===== src/rtl/qps_pkg.sv =====
package qps_pkg;

    localparam int QPS_WORD_W = 32;
    localparam int QPS_NIB_W  = 4;
    localparam int QPS_NIBS   = QPS_WORD_W / QPS_NIB_W;

    typedef struct packed {
        logic                  last;
        logic [QPS_WORD_W-1:0] data;
    } qps_word_t;

    typedef enum logic [1:0] {
        TX_IDLE,
        TX_LOW,
        TX_HIGH,
        TX_WAIT
    } tx_state_e;

    typedef enum logic [1:0] {
        TM_IDLE,
        TM_DELAY,
        TM_PULSE
    } tm_state_e;

    // Counts of zero behave as one; returns the reload value for a down-counter.
    function automatic int unsigned minus_one_sat(input int unsigned v);
        return (v == 0) ? 0 : v - 1;
    endfunction

endpackage


===== src/rtl/qps_fifo.sv =====
module qps_fifo
    import qps_pkg::*;
#(
    parameter int DEPTH = 4
) (
    input  logic      clk,
    input  logic      rst,
    input  logic      push,
    input  qps_word_t push_word,
    input  logic      pop,
    output qps_word_t pop_word,
    output logic      empty,
    output logic      full
);
    localparam int AW   = (DEPTH > 1) ? $clog2(DEPTH) : 1;
    localparam int CNTW = $clog2(DEPTH + 1);

    qps_word_t       mem [DEPTH];
    logic [AW-1:0]   wptr, rptr;
    logic [CNTW-1:0] count;
    logic            do_push, do_pop;

    assign full     = (count == CNTW'(DEPTH));
    assign empty    = (count == '0);
    assign do_push  = push && !full;
    assign do_pop   = pop && !empty;
    assign pop_word = mem[rptr];

    function automatic logic [AW-1:0] next_ptr(input logic [AW-1:0] p);
        return (p == AW'(DEPTH - 1)) ? '0 : p + 1'b1;
    endfunction

    always_ff @(posedge clk) begin
        if (rst) begin
            wptr  <= '0;
            rptr  <= '0;
            count <= '0;
        end else begin
            if (do_push) begin
                mem[wptr] <= push_word;
                wptr      <= next_ptr(wptr);
            end
            if (do_pop) rptr <= next_ptr(rptr);
            case ({do_push, do_pop})
                2'b10:   count <= count + 1'b1;
                2'b01:   count <= count - 1'b1;
                default: count <= count;
            endcase
        end
    end

    assert_count_bound_R2: assert property (@(posedge clk) disable iff (rst)
        count <= CNTW'(DEPTH));

    assert_no_overflow_R9: assert property (@(posedge clk) disable iff (rst)
        (push && full && !pop) |=> full);

endmodule


===== src/rtl/qps_qspi_tx.sv =====
module qps_qspi_tx
    import qps_pkg::*;
#(
    parameter int CLK_DIV = 4
) (
    input  logic                 clk,
    input  logic                 rst,
    input  logic                 fifo_empty,
    input  qps_word_t            fifo_word,
    output logic                 fifo_pop,
    output logic                 qspi_sclk,
    output logic                 qspi_cs_n,
    output logic [QPS_NIB_W-1:0] qspi_io
);
    localparam int HALF = CLK_DIV / 2;
    localparam int CW   = (HALF > 1) ? $clog2(HALF) : 1;
    localparam int NW   = $clog2(QPS_NIBS);

    tx_state_e             state;
    logic [CW-1:0]         cnt;
    logic [NW-1:0]         nib;
    logic [QPS_WORD_W-1:0] shreg;
    logic                  is_last;
    logic                  half_done, nib_last, load;

    assign half_done = (cnt == CW'(HALF - 1));
    assign nib_last  = (nib == NW'(QPS_NIBS - 1));
    assign load      = !fifo_empty &&
                       ((state == TX_IDLE) || (state == TX_WAIT) ||
                        (state == TX_HIGH && half_done && nib_last && !is_last));
    assign fifo_pop  = load;
    assign qspi_io   = shreg[QPS_WORD_W-1 -: QPS_NIB_W];

    always_ff @(posedge clk) begin
        if (rst) begin
            state     <= TX_IDLE;
            cnt       <= '0;
            nib       <= '0;
            shreg     <= '0;
            is_last   <= 1'b0;
            qspi_sclk <= 1'b0;
            qspi_cs_n <= 1'b1;
        end else begin
            if (load) begin
                shreg   <= fifo_word.data;
                is_last <= fifo_word.last;
                nib     <= '0;
                cnt     <= '0;
            end
            case (state)
                TX_IDLE: begin
                    if (load) begin
                        qspi_cs_n <= 1'b0;
                        state     <= TX_LOW;
                    end
                end
                TX_LOW: begin
                    if (half_done) begin
                        cnt       <= '0;
                        qspi_sclk <= 1'b1;
                        state     <= TX_HIGH;
                    end else begin
                        cnt <= cnt + 1'b1;
                    end
                end
                TX_HIGH: begin
                    if (half_done) begin
                        qspi_sclk <= 1'b0;
                        if (nib_last) begin
                            if (is_last) begin
                                cnt       <= '0;
                                qspi_cs_n <= 1'b1;
                                state     <= TX_IDLE;
                            end else if (load) begin
                                state <= TX_LOW;
                            end else begin
                                cnt   <= '0;
                                state <= TX_WAIT;
                            end
                        end else begin
                            cnt   <= '0;
                            shreg <= shreg << QPS_NIB_W;
                            nib   <= nib + 1'b1;
                            state <= TX_LOW;
                        end
                    end else begin
                        cnt <= cnt + 1'b1;
                    end
                end
                TX_WAIT: begin
                    if (load) state <= TX_LOW;
                end
                default: state <= TX_IDLE;
            endcase
        end
    end

    assert_clock_idle_R3: assert property (@(posedge clk) disable iff (rst)
        qspi_cs_n |-> !qspi_sclk);

    assert_data_hold_R3: assert property (@(posedge clk) disable iff (rst)
        qspi_sclk |-> $stable(qspi_io));

    assert_frame_close_R4: assert property (@(posedge clk) disable iff (rst)
        $rose(qspi_cs_n) |-> $fell(qspi_sclk));

endmodule


===== src/rtl/qps_update_timer.sv =====
module qps_update_timer
    import qps_pkg::*;
#(
    parameter int TMR_W = 16
) (
    input  logic             clk,
    input  logic             rst,
    input  logic             start,
    input  logic [TMR_W-1:0] delay,
    input  logic [TMR_W-1:0] width,
    output logic             strobe
);
    tm_state_e        state;
    logic [TMR_W-1:0] cnt;
    logic [TMR_W-1:0] width_q;

    always_ff @(posedge clk) begin
        if (rst) begin
            state   <= TM_IDLE;
            cnt     <= '0;
            width_q <= '0;
            strobe  <= 1'b0;
        end else if (start) begin
            state   <= TM_DELAY;
            cnt     <= TMR_W'(minus_one_sat(32'(delay)));
            width_q <= width;
            strobe  <= 1'b0;
        end else begin
            case (state)
                TM_DELAY: begin
                    if (cnt == '0) begin
                        strobe <= 1'b1;
                        cnt    <= TMR_W'(minus_one_sat(32'(width_q)));
                        state  <= TM_PULSE;
                    end else begin
                        cnt <= cnt - 1'b1;
                    end
                end
                TM_PULSE: begin
                    if (cnt == '0) begin
                        strobe <= 1'b0;
                        state  <= TM_IDLE;
                    end else begin
                        cnt <= cnt - 1'b1;
                    end
                end
                default: state <= TM_IDLE;
            endcase
        end
    end

    assert_restart_drops_R6: assert property (@(posedge clk) disable iff (rst)
        start |=> !strobe);

    assert_rise_after_delay_R5: assert property (@(posedge clk) disable iff (rst)
        $rose(strobe) |-> $past(state == TM_DELAY));

endmodule


===== src/rtl/qspi_profile_streamer.sv =====
module qspi_profile_streamer
    import qps_pkg::*;
#(
    parameter int DEPTH   = 4,
    parameter int CLK_DIV = 4,
    parameter int TMR_W   = 16
) (
    input  logic                  clk,
    input  logic                  rst,
    input  logic                  wr_en,
    input  logic [QPS_WORD_W-1:0] wr_data,
    input  logic                  wr_last,
    input  logic [TMR_W-1:0]      cfg_delay,
    input  logic [TMR_W-1:0]      cfg_width,
    input  logic                  ovf_clr,
    output logic                  qspi_sclk,
    output logic                  qspi_cs_n,
    output logic [QPS_NIB_W-1:0]  qspi_io,
    output logic                  update_strobe,
    output logic                  stall_flag,
    output logic                  ovf_flag
);
    qps_word_t in_word, out_word;
    logic      fifo_empty, fifo_full, fifo_pop;
    logic      accept, commit, prof_open, prof_start;

    assign in_word    = '{last: wr_last, data: wr_data};
    assign accept     = wr_en && !fifo_full;
    assign commit     = accept && wr_last;
    assign prof_start = wr_en && !prof_open;

    qps_fifo #(.DEPTH(DEPTH)) fifo_i (
        .clk       (clk),
        .rst       (rst),
        .push      (wr_en),
        .push_word (in_word),
        .pop       (fifo_pop),
        .pop_word  (out_word),
        .empty     (fifo_empty),
        .full      (fifo_full)
    );

    qps_qspi_tx #(.CLK_DIV(CLK_DIV)) tx_i (
        .clk        (clk),
        .rst        (rst),
        .fifo_empty (fifo_empty),
        .fifo_word  (out_word),
        .fifo_pop   (fifo_pop),
        .qspi_sclk  (qspi_sclk),
        .qspi_cs_n  (qspi_cs_n),
        .qspi_io    (qspi_io)
    );

    qps_update_timer #(.TMR_W(TMR_W)) timer_i (
        .clk    (clk),
        .rst    (rst),
        .start  (commit),
        .delay  (cfg_delay),
        .width  (cfg_width),
        .strobe (update_strobe)
    );

    always_ff @(posedge clk) begin
        if (rst) begin
            prof_open  <= 1'b0;
            stall_flag <= 1'b0;
            ovf_flag   <= 1'b0;
        end else begin
            if (accept) prof_open <= !wr_last;
            if (prof_start) stall_flag <= !fifo_empty;
            if (wr_en && fifo_full) ovf_flag <= 1'b1;
            else if (ovf_clr)       ovf_flag <= 1'b0;
        end
    end

    assert_ovf_sticky_R9: assert property (@(posedge clk) disable iff (rst)
        (ovf_flag && !ovf_clr) |=> ovf_flag);

    assert_ovf_cause_R9: assert property (@(posedge clk) disable iff (rst)
        $rose(ovf_flag) |-> $past(wr_en));

endmodule


===== config.mk =====
export PLATFORM = sky130hd
export DESIGN_NAME = qspi_profile_streamer
export DESIGN_NICKNAME = d
export VERILOG_FILES = /design/src/rtl/qps_pkg.sv /design/src/rtl/qps_fifo.sv /design/src/rtl/qps_qspi_tx.sv /design/src/rtl/qps_update_timer.sv /design/src/rtl/qspi_profile_streamer.sv
export SDC_FILE = /design/constraint.sdc
export NUM_CORES = 1
export LEC_CHECK = 0
export ABC_CLOCK_PERIOD_IN_PS = 3800
export BUFFER_PORTS_ARGS = -buffer_cell sky130_fd_sc_hd__clkbuf_2
export CAP_MARGIN = 20
export CORE_UTILIZATION = 25
export CTS_BUF_LIST = sky130_fd_sc_hd__clkbuf_8
export CTS_CLUSTER_DIAMETER = 40
export CTS_CLUSTER_SIZE = 8
export DETAILED_ROUTE_END_ITERATION = 10
export MAX_ROUTING_LAYER = met4
export SLEW_MARGIN = 20
export SYNTH_ARGS = -nofsm -noshare
export SYNTH_HDL_FRONTEND = slang
export SYNTH_HIERARCHICAL = 1
export SYNTH_SLANG_ARGS = --single-unit

===== constraint.sdc =====
create_clock -name clk -period 3.8 [get_ports clk]
set_clock_uncertainty 0.15 [all_clocks]
set_input_delay 0 -clock clk [delete_from_list [all_inputs] [get_ports clk]]
set_output_delay 0 -clock clk [all_outputs]
set_load 0.1 [all_outputs]

==> metrics.md, run 1 <==
| Metric | Value |
|---|---|
| Peak VDD IR | ~0.00031 V |
| Drt initial violations | 363 |
| Hpwl dp | around 14000 µm |
| GRT busiest layer | met2 |
| Placed Area | around 11000 µm² |
| RR Startpoint | fifo_i/count[0] |
| Die area | around 40000 µm² |
| Crit end category | register |
| Peak per-stage delay on the critical path | ~0.7 ns |
| Overflow after GRT | 0 |
| FF+latch count, synth | 220 |
| Wire per inst | 15.09 µm |
| Fin cells | 1487 |
| Final core occ | 31.69% |
| Worst R2R End | timer_i/cnt[15] |
| Drt via density | roughly 4.6 |
| Main synth FF type | edfxtp_1 |
| Placed insts | about 1300 |
| Area grow syn2layout | 23.95% |
| GP Congestion | between 0.8 and 0.9 |
| Final wirelength | approximately 22000 µm |
| CTS max path bufs | 3 |
| WS Path Type | register to register |
| Crit path max fanout | 39 |
| Met1 Use GR | 13.80% |
| Global Route met3 Usage | between 2 and 3% |
| Largest net degree at the start of global routing | 40 |
| Synth unique cells | 75 |
| Pwr Density | 602.3 nW/µm² |
| Cell mode on critical path | dlygate4sd3_1 |
| Initial antenna violation count | 2 |
| Die span in x | around 200 µm |
| Die Y | approximately 200 µm |
| Core area | between 30000 and 40000 µm² |
| Drt pass-1 iters | 5 |
| Crit path capture | timer_i/cnt[15] |
| Critical path startpoint category | register |
| PortBufs | between 70 and 80 |
| Clock Latency Late Sink | 0.53 ns |
| Most common cell after layout, fill and taps aside | edfxtp_1 |
| Worst hold margin | between 0.05 and 0.06 ns |
| Post-Syn Instances | roughly 780 |
| # rows | around 70 |
| Unrepaired setup endpoints after global routing | no |
| EDFF count, synth | 132 |
| Most frequent cells in the layout | 132 x edfxtp_1, 87 x dfxtp_1, 80 x dlygate4sd3_1 |
| Final setup violation count | 0 |
| Clock-pin slew on the worst setup and hold paths | 0.06 ns |
| P_leak | roughly 4.4 nW |
| WP data required | 4.09 ns |
| Ys async rst share | 0% |
| Synthesized Nets | between 800 and 900 |
| Clock sink total | 220 |
| Status | finished, final reports clean |
| Crit path cell chain | or3b_1 -> inv_1 -> and3b_4 -> nand2_1 -> a21oi_1 -> dlygate4sd3_1 -> a211oi_1 -> dlygate4sd3_1 -> a311oi_1 |
| Filler cells | between 3000 and 4000 |
| DRC errors left | 0 |
| Crit path DAT | approximately 3.7 ns |
| Post-route setup TNS | 0 ns |
| Area share of the largest cell type after synthesis | about two fifths |
| PostCTS Resize Cnt | 0 |
| Crit path launch | fifo_i/count[0] |
| FF-to-FF path depth | 9 |
| Synthesized area | 9973 µm² |
| Min-delay worst type | input port to register |
| Endpoints failing hold | 0 |
| Vias in the first global route | around 7000 |
| Initial Util | 25.57% |
| H-tree depth | 2 |
| Syn avg cell area | approximately 13 µm² |
| Max Freq | roughly 300 MHz |
| Largest cells by area after synthesis | edfxtp_1 40%, dfxtp_1 18%, mux4_2 7.5% |
| Yosys warns | 6 |
| GR Util met2 | 18.61% |
| Top-level I/O count | 78 |
| Postcts setup bufs | 0 |
| GRT Overall Usage | ~11% |
| Max-slew violation count | 0 |
| Fraction of layout cells with a size suffix above 1 | between 20% and 30% |
| Post-layout nets | between 1000 and 1500 |
| Num CTS Buffers | 37 |
| Reg-to-reg setup timing slack | around 0.42 ns |
| Tmin final | approximately 3.4 ns |
| Remaining antenna violation count | 0 |
| Post-route cell area | roughly 12000 µm² |
| Seq/Total Area, Yosys | between 50 and 60% |
| Measured slew at the worst slew-check pin | 0.9590 ns |
| Relative slew slack | a little over a third |
| TritonCTS clock tree | yes |
| Critical-path top delay cell | and3b_4 |
| Clock root cell | clkbuf_8 |
| Tcrit/Tclk final | just under 90% |
| First-pass GRT wire length | roughly 36000 µm |
| Maxcap violations | 0 |
| Routed vias | between 6000 and 7000 |
| Cell taking the most area after synthesis | edfxtp_1 |
[registers in the layout (all words and copies together) (netlist names), named ones only]
register	count
tx_i/cnt	1
ovf_flag	1
tx_i/qspi_cs_n	1
fifo_i/mem	132
tx_i/shreg	32
fifo_i/count	3
tx_i/state	2
tx_i/qspi_sclk	1
timer_i/cnt	16
timer_i/width_q	16
tx_i/nib	3
timer_i/state	2
fifo_i/rptr	2
fifo_i/wptr	2
stall_flag	1
tx_i/is_last	1
prof_open	1
timer_i/strobe	1
[synthesized netlist by cell type, types with 5 or more instances]
cell type	count
a211oi_1	6
a21o_1	7
a21oi_1	20
a22oi_1	9
a311oi_1	9
buf_2	15
buf_4	9
clkbuf_1	11
dfxtp_1	88
edfxtp_1	132
ha_1	16
inv_1	22
mux2i_1	51
mux4_2	33
nand2_1	66
nand2b_1	8
nand3_1	9
nand4_1	6
nor2_1	63
nor3_1	9
nor3b_1	7
nor4_1	12
nor4_2	5
o21ai_0	17
o21ai_1	26
or4_1	8
xnor2_1	17
xor2_1	8
[kinds of logic (layout without fill, tap and decap cells)]
| group | Yosys count | count (layout) | share of synthesized area (%) |
|---|---|---|---|
| muxes | 86 | 86 | 12.80 |
| other | 0 | 2 | 0 |
| AOI/OAI and AO/OA | 131 | 131 | 8.807 |
| adders and majority gates | 17 | 17 | 2.208 |
| buffers and inverters | 68 | 257 | 3.751 |
| xor gates and xnor gates | 25 | 25 | 2.195 |
| DFF | 220 | 220 | 57.41 |
| and+or+nand+nor | 231 | 231 | 12.83 |
[cell type report]
type | count | area (µm²) | share of cell area [%]
Tap cell | 518 | 648.1 | 5.243
Antenna cell | 2 | 5.005 | 0.04049
Inverter | 22 | 82.58 | 0.6680
Timing Repair Buffer | 167 | 1274 | 10.30
Sequential cell | 220 | 5727 | 46.33
Clock buffer | 41 | 564.3 | 4.565
Multi-Input combinational cell | 490 | 3905 | 31.59
Clock inverter | 27 | 156.4 | 1.265
[metal layers]
metal  up-vias  share of wire, %  wire [µm]
met3        51               4.9       1107
met2       168                49      10930
met4         0               2.2        501
met1      3303                44       9899
li1       3274                 -          -
met5         -                 0          0
[critical path, delay by kind of cell, from the launching register on]
family	cells	cell delay (ns)
DFF	1	0.40
AOI/OAI and AO/OA	3	0.42
buffers and inverters	3	1.24
and+or+nand+nor	3	1.06
[stage by stage]
stage          total power [mW]  setup WS, ns
4_1_cts                   7.555        0.4387
2_1_floorplan             5.074      -0.02970
3_5_place_dp              5.403        0.8765
5_1_grt                   7.902        0.2505
6_report                  7.446        0.4228
3_3_place_gp              5.369        0.9584
[worst min path at each step]
stage | start | end | slack (ns) | cells past startpoint
3_3_place_gp | wr_data[30] | fifo_i/mem[2][30] | 0.07 | 1
4_1_cts | cfg_delay[10] | timer_i/cnt[13] | 0.02 | 5
6_report | cfg_delay[10] | timer_i/cnt[13] | 0.06 | 5
3_5_place_dp | wr_data[30] | fifo_i/mem[1][30] | 0.07 | 1
2_1_floorplan | rst | prof_open | -0.09 | 1
5_1_grt | cfg_delay[10] | timer_i/cnt[13] | 0.06 | 5
[power breakdown]
part / total, mW / switching [mW] / internal [mW]
clock: 2.03 / 0.958 / 1.07
sequential: 3.13 / 0.269 / 2.86
combinational: 2.29 / 1.28 / 1.01
[what timing repair did]
item,CTS,global route
endpoints found under the hold margin,175,0
hold buffers,80,0
endpoints found under the setup margin,0,0
Power figures use the tool's default switching activity.
==> run 2, diff against run 1 <==
- REMOVE_ABC_BUFFERS: not set -> 1
==> run 2 against run 1 <==
  * Non-clock buffer count increased by 5
  * Worst setup slack improved by 0.097 ns
  * Largest power group unchanged
  * Final cell count increased by 0.54%
  * Clock power increased by 11%
  * Critical path type unchanged
  * Flip-flop and latch count unchanged
  * Core utilization increased by 0.27 points
  * Global-route usage increased by 0.35 points
  * Via count increased by 0.97%
  * Combinational power increased by 3%
==> metrics.md, run 2 (synthesis results as in run 1) <==
| Metric | Value |
|---|---|
| Critical path startpoint category | register |
| Die area | 40700 µm² (unchanged) |
| Initial antenna violation count | 1 (-1) |
| Hpwl dp | 14530 µm (+2.0%) |
| Die Y | 201.7 µm (unchanged) |
| Crit path cell chain | inv_1 -> ha_1 -> nor4b_2 -> and4_1 -> o21ai_1 -> buf_4 -> nor2_1 -> a311oi_2 -> dlygate4sd3_1 |
| Relative slew slack | 48.38% (+12 points) |
| WS Path Type | register to register |
| # rows | 72 (unchanged) |
| Tcrit/Tclk final | 86.32% (-2.6 points) |
| Area grow syn2layout | 24.99% |
| Crit end category | register |
| Crit path DAT | 3.61 ns (-0.06 ns) |
| Largest reg by FF count | fifo_i/mem |
| Total power after layout | 7.692 mW (+3.3%) |
| Num CTS Buffers | 40 (+8.1%) |
| Initial Util | 25.57% (unchanged) |
| Share of total power in combinational logic | 30.6% (about the same) |
| Critical-path top delay cell | o21ai_1 |
| Peak per-stage delay on the critical path | 0.64 ns (-0.07 ns) |
| Fraction of layout cells with a size suffix above 1 | 21.72% (+0.63 points) |
| Clk pwr share | 29.2% (+1.9 points) |
| P_int | 5.112 mW (+3.4%) |
| Sw Pwr | 2.580 mW (+3.1%) |
| Clock-pin slew on the worst setup and hold paths | 0.06 ns (about the same) |
| Postcts setup bufs | 0 (unchanged) |
| Die span in x | 201.7 µm (unchanged) |
| Clock Latency Late Sink | 0.55 ns (+0.02 ns) |
| Peak VDD IR | 0.0002586 V (-16%) |
| First-pass GRT wire length | 37040 µm (+2.3%) |
| Measured slew at the worst slew-check pin | 0.7725 ns (-0.1865 ns) |
| Final setup violation count | 0 (unchanged) |
| P_leak | 4.483 nW (+1.6%) |
| DRC errors left | 0 (unchanged) |
| Most common cell after layout, fill and taps aside | edfxtp_1 |
| Drt pass-1 iters | 5 (unchanged) |
| Crit path max fanout | 13 (-67%) |
| Post-layout nets | 1032 (+0.78%) |
| PostCTS Resize Cnt | 0 (unchanged) |
| Post-CTS Hold Buffers | 79 (-1.3%) |
| CTS max path bufs | 3 (unchanged) |
| Overflow after GRT | 0 (unchanged) |
| Largest regs | fifo_i/mem x132, tx_i/shreg x32 |
| Fin cells | 1495 (+0.54%) |
| Clock sink total | 220 (unchanged) |
| Drt via density | 4.590 (+0.43%) |
| Clock root cell | clkbuf_8 |
| Endpoints failing hold | 0 (unchanged) |
| DP Worst Slack | 0.9075 ns (+0.03096 ns) |
| Pwr Density | 617.0 nW/µm² (+2.4%) |
| Unrepaired setup endpoints after global routing | no |
| Post-route setup slack | 0.5199 ns (+0.09709 ns) |
| Tmin final | 3.280 ns (-0.09709 ns) |
| Largest net degree at the start of global routing | 37 (-7.5%) |
| Wire per inst | 15.35 µm (+1.7%) |
| Routed vias | 6862 (+0.97%) |
| Remaining antenna violation count | 0 (unchanged) |
| WP data required | 4.13 ns (+0.04 ns) |
| GP Congestion | 0.8899 (+2.1%) |
| Status | finished, final reports clean |
| TritonCTS clock tree | yes |
| Vias in the first global route | 7017 (+1.9%) |
| GRT Overall Usage | 11.74% (+0.35 points) |
| Drt initial violations | 371 (+2.2%) |
| Reg power frac | 40.1% (-1.9 points) |
| PortBufs | 77 (unchanged) |
| Core area | 39010 µm² (unchanged) |
| Final wirelength | 22950 µm (+2.3%) |
| Min-delay worst type | input port to register |
| Max-slew violation count | 0 (unchanged) |
| Most frequent cells in the layout | 132 x edfxtp_1, 87 x dfxtp_1, 79 x dlygate4sd3_1 |
| Maxcap violations | 0 (unchanged) |
| Buf/Inv on CP | 3 (unchanged) |
| Max reg flops | 132 (unchanged) |
| Placed insts | 1343 (+0.45%) |
| Worst path top cell family by delay | buffers and inverters |
| Top-level I/O count | 78 (unchanged) |
| Worst hold margin | 0.04872 ns (-0.01115 ns) |
| H-tree depth | 2 (unchanged) |
| Sw frac | 33.55% (-0.053 points) |
| Max Freq | 304.9 MHz (+3.0%) |
run 2: changes by cell type in the layout (fill, tap and decap cells not counted), sizes merged:
cell         previous run  this run
bufinv                  1         3
buf                    10        16
inv                    42        45
diode                   2         1
dlygate4sd3            80        79
clkinv                  5         4
run 2: final timing paths:
check / from / end / slack (ns) / cells after the start
max: timer_i/cnt[0] / timer_i/cnt[11] / 0.52 / 9
min: cfg_delay[10] / timer_i/cnt[13] / 0.05 / 5
max reg2reg: timer_i/cnt[0] / timer_i/cnt[11] / 0.52 / 9
min reg2reg: tx_i/shreg[22] / tx_i/shreg[26] / 0.29 / 2
run 2: metal layers:
layer	global-route usage (%)	part of all wire [%]	up-vias
met4	3.409	2.0	0
li1	-	-	3286
met3	2.770	5.8	40
met1	14.30	45	3355
met5	-	0	-
met2	19.27	48	181
run 2: cell type report:
type / count / area, µm²
Antenna cell: 1 / 2.502
Clock buffer: 41 / 564.3
Clock inverter: 31 / 244.0
Fill cell: 3922 / 26540
Inverter: 22 / 82.58
Multi-Input combinational cell: 490 / 3901
Sequential cell: 220 / 5727
Tap cell: 518 / 648.1
Timing Repair Buffer: 172 / 1296
run 2: worst register-to-register path, cell delays in order, from the launching register on:
cell	delay, ns
dfxtp_1	0.45
inv_1	0.10
ha_1	0.20
nor4b_2	0.16
and4_1	0.34
o21ai_1	0.65
buf_4	0.33
nor2_1	0.07
a311oi_2	0.22
dlygate4sd3_1	0.58
run 2: power groups by stage:
stage | Clock (mW) | Sequential, mW | Combinational, mW
final | 2.25 | 3.09 | 2.36
after global routing | 2.45 | 3.13 | 2.59
after CTS | 2.33 | 3.09 | 2.38
after detailed placement | 0 | 3.14 | 2.30
after global placement | 0 | 3.13 | 2.26
after floorplan | 0 | 3.36 | 1.50
run 2: per-stage QoR:
stage	TNS [ns]	cell area (µm²)	util [%]
6_report	0	12470	31.96
3_3_place_gp	0	10860	27.85
2_1_floorplan	-0.9990	9682	-
3_5_place_dp	0	10860	27.85
5_1_grt	0	12470	31.96
4_1_cts	0	12460	31.95
==> run 3, diff against run 2 <==
- CELL_PAD_IN_SITES_DETAIL_PLACEMENT: not set -> 2
- CELL_PAD_IN_SITES_GLOBAL_PLACEMENT: not set -> 2
- CORE_MARGIN: not set -> 2
- PLACE_DENSITY_LB_ADDON: not set -> 0.1
==> run 3 against run 2 <==
  * Critical path depth is 1 lower
  * Final area is 2.0% higher
  * Wire length is 26% higher
  * Sequential power hardly changed
  * Hold slack worse by 0.021 ns
  * First-iteration DRC count is 49% lower
  * Count of clock-buffer cells in the layout is 8 higher
  * Total power is 4.3% higher
  * Maximum frequency is 0.50% lower
  * Final cell count is 1.8% higher
  * Critical endpoint is now timer_i/cnt[14]
  * Via count is 2.8% higher
  * Largest cell class unchanged
  * Register-to-register slack worse by 0.02 ns
==> metrics.md, run 3 (synthesis results as in run 1) <==
| Metric | Value |
|---|---|
| Peak VDD IR | 0.0002200 V (-15%) |
| Fraction of layout cells with a size suffix above 1 | 22.27% (+0.55 points) |
| Post-layout nets | 1050 (+1.7%) |
| Clock root cell | clkbuf_8 |
| Routed vias | 7053 (+2.8%) |
| Final setup violation count | 0 (unchanged) |
| Most frequent cells in the layout | 132 x edfxtp_1, 96 x dlygate4sd3_1, 87 x dfxtp_1 |
| FF-to-FF path depth | 8 (-1) |
| Tmin final | 3.297 ns (+0.01660 ns) |
| Max reg flops | 132 (unchanged) |
| Wire per inst | 18.99 µm (+24%) |
| Routed wl met2 | 16120 µm (+47%) |
| Crit path launch | fifo_i/count[0] |
| Most common cell after layout, fill and taps aside | edfxtp_1 |
| Num CTS Buffers | 44 (+10%) |
| TritonCTS clock tree | yes |
| Unrepaired setup endpoints after global routing | no |
| Hold path start | cfg_delay[15] |
| GRT Overall Usage | 14.76% (+3.0 points) |
| Initial antenna violation count | 0 (-1) |
| CTS max path bufs | 3 (unchanged) |
| Initial Util | 25.22% (-0.35 points) |
| Largest net degree at the start of global routing | 40 (+8.1%) |
| Ant. Diodes | 0 (-1) |
| Core area | 39550 µm² (+1.4%) |
| Top-level I/O count | 78 (unchanged) |
| Vias in the first global route | 8104 (+15%) |
| Tcrit/Tclk final | 86.76% (+0.44 points) |
| Final wirelength | 28910 µm (+26%) |
| Drt initial violations | 188 (-49%) |
| Crit path DAT | 3.65 ns (+0.04 ns) |
| Crit end category | register |
| Clock-pin slew on the worst setup and hold paths | 0.05 ns (about the same) |
| Min-delay worst type | input port to register |
| Logic depth of the worst setup path including buffers | 8 (-1) |
| Die area | 41510 µm² (+2.0%) |
| RR Startpoint | fifo_i/count[0] |
| Die Y | 203.7 µm (+0.99%) |
| Maxcap violations | 0 (unchanged) |
| Overflow after GRT | 0 (unchanged) |
| Worst path top cell family by delay | buffers and inverters |
| WS Path Type | register to register |
| Cell mode on critical path | dlygate4sd3_1 |
| Largest regs | fifo_i/mem x132, tx_i/shreg x32 |
| Clock sink total | 220 (unchanged) |
| WL met3 | 963 µm (-27%) |
| Critical path startpoint category | register |
| Status | finished, final reports clean |
| Crit path cell chain | or3b_1 -> inv_1 -> and3b_4 -> o311a_1 -> dlygate4sd3_1 -> nor3_1 -> dlygate4sd3_1 -> o22ai_1 |
| Max Freq | 303.3 MHz (-0.50%) |
| Crit path max fanout | 39 (+26) |
| Largest reg by FF count | fifo_i/mem |
| Max-slew violation count | 0 (unchanged) |
| Hpwl dp | 18330 µm (+26%) |
| Relative slew slack | 44.36% (-4.0 points) |
| First-pass GRT wire length | 45470 µm (+23%) |
| Top sig layer | met4 |
| # rows | 73 (+1.4%) |
| DRC errors left | 0 (unchanged) |
| Pwr Density | 630.9 nW/µm² (+2.2%) |
| Hold depth | 5 (unchanged) |
| Worst hold margin | 0.02790 ns (-0.02083 ns) |
| WP data required | 4.15 ns (+0.02 ns) |
| P_leak | 4.555 nW (+1.6%) |
| Endpoints failing hold | 0 (unchanged) |
| Placed Area | 10850 µm² (-0.13%) |
| Measured slew at the worst slew-check pin | 0.8326 ns (+0.06017 ns) |
| Post-route cell area | 12710 µm² (+2.0%) |
| Drt via density | 4.634 (+0.96%) |
| GP Congestion | 0.8028 (-9.8%) |
| Area grow syn2layout | 27.49% |
| Buf/Inv on CP | 3 (unchanged) |
| H-tree depth | 2 (unchanged) |
| Peak per-stage delay on the critical path | 0.74 ns (+0.10 ns) |
| PortBufs | 77 (unchanged) |
| Remaining antenna violation count | 0 (unchanged) |
| Critical-path top delay cell | and3b_4 |
| Clock Latency Late Sink | 0.59 ns (+0.04 ns) |
| Met1 Routed Length | 11160 µm (+9.2%) |
| Die span in x | 203.7 µm (+0.99%) |
| Drt pass-1 iters | 4 (-1) |
-- run 3: worst reg2reg max path, cell delays in order (launching register included) --
cell and delay [ns]:
dfxtp_1 0.43, or3b_1 0.25, inv_1 0.10, and3b_4 0.74, o311a_1 0.29, dlygate4sd3_1 0.54
nor3_1 0.05, dlygate4sd3_1 0.55, o22ai_1 0.14
-- run 3: per-stage QoR --
step / power (mW) / utilization, % / worst slack (ns) / instances / setup TNS, ns
after detailed placement: 5.566 / 27.44 / 0.8423 / 1347 / 0
after CTS: 8.213 / 32.15 / 0.4415 / 1522 / 0
after global placement: 5.464 / 27.44 / 0.9669 / 1347 / 0
after floorplan: 4.864 / - / -0.3977 / 732 / -0.9990
final: 8.022 / 32.15 / 0.5033 / 1522 / 0
after global routing: 8.544 / 32.15 / 0.3372 / 1522 / 0
-- run 3: worst paths after layout --
kind / to / slack, ns
min: timer_i/cnt[15] / 0.03
min reg2reg: tx_i/shreg[28] / 0.30
max reg2reg: timer_i/cnt[14] / 0.50
max: timer_i/cnt[14] / 0.50
-- run 3: area by class of cell --
type | instances | area, µm²
Clock buffer | 49 | 674.4
Clock inverter | 30 | 229.0
Fill cell | 4225 | 26830
Inverter | 22 | 82.58
Multi-Input combinational cell | 490 | 3901
Sequential cell | 220 | 5727
Tap cell | 525 | 656.9
Timing Repair Buffer | 186 | 1444
-- run 3: what timing repair did --
item,in CTS,in global routing
hold buffers,96,0
endpoints found under the hold margin,175,0
buffers inserted,0,0
resized for setup,0,0
endpoints found under the setup margin,0,0
-- run 3: layer usage --
layer  vias up  GRT usage [%]
li1       3321              -
met1      3596          15.19
met2        87          27.87
met3        49          3.212
met4         0          4.353
met5         -              -
-- run 3: power breakdown --
part	switching (mW)	total, mW	internal [mW]
clock	1.07	2.47	1.39
sequential	0.239	3.10	2.86
combinational	1.43	2.46	1.02
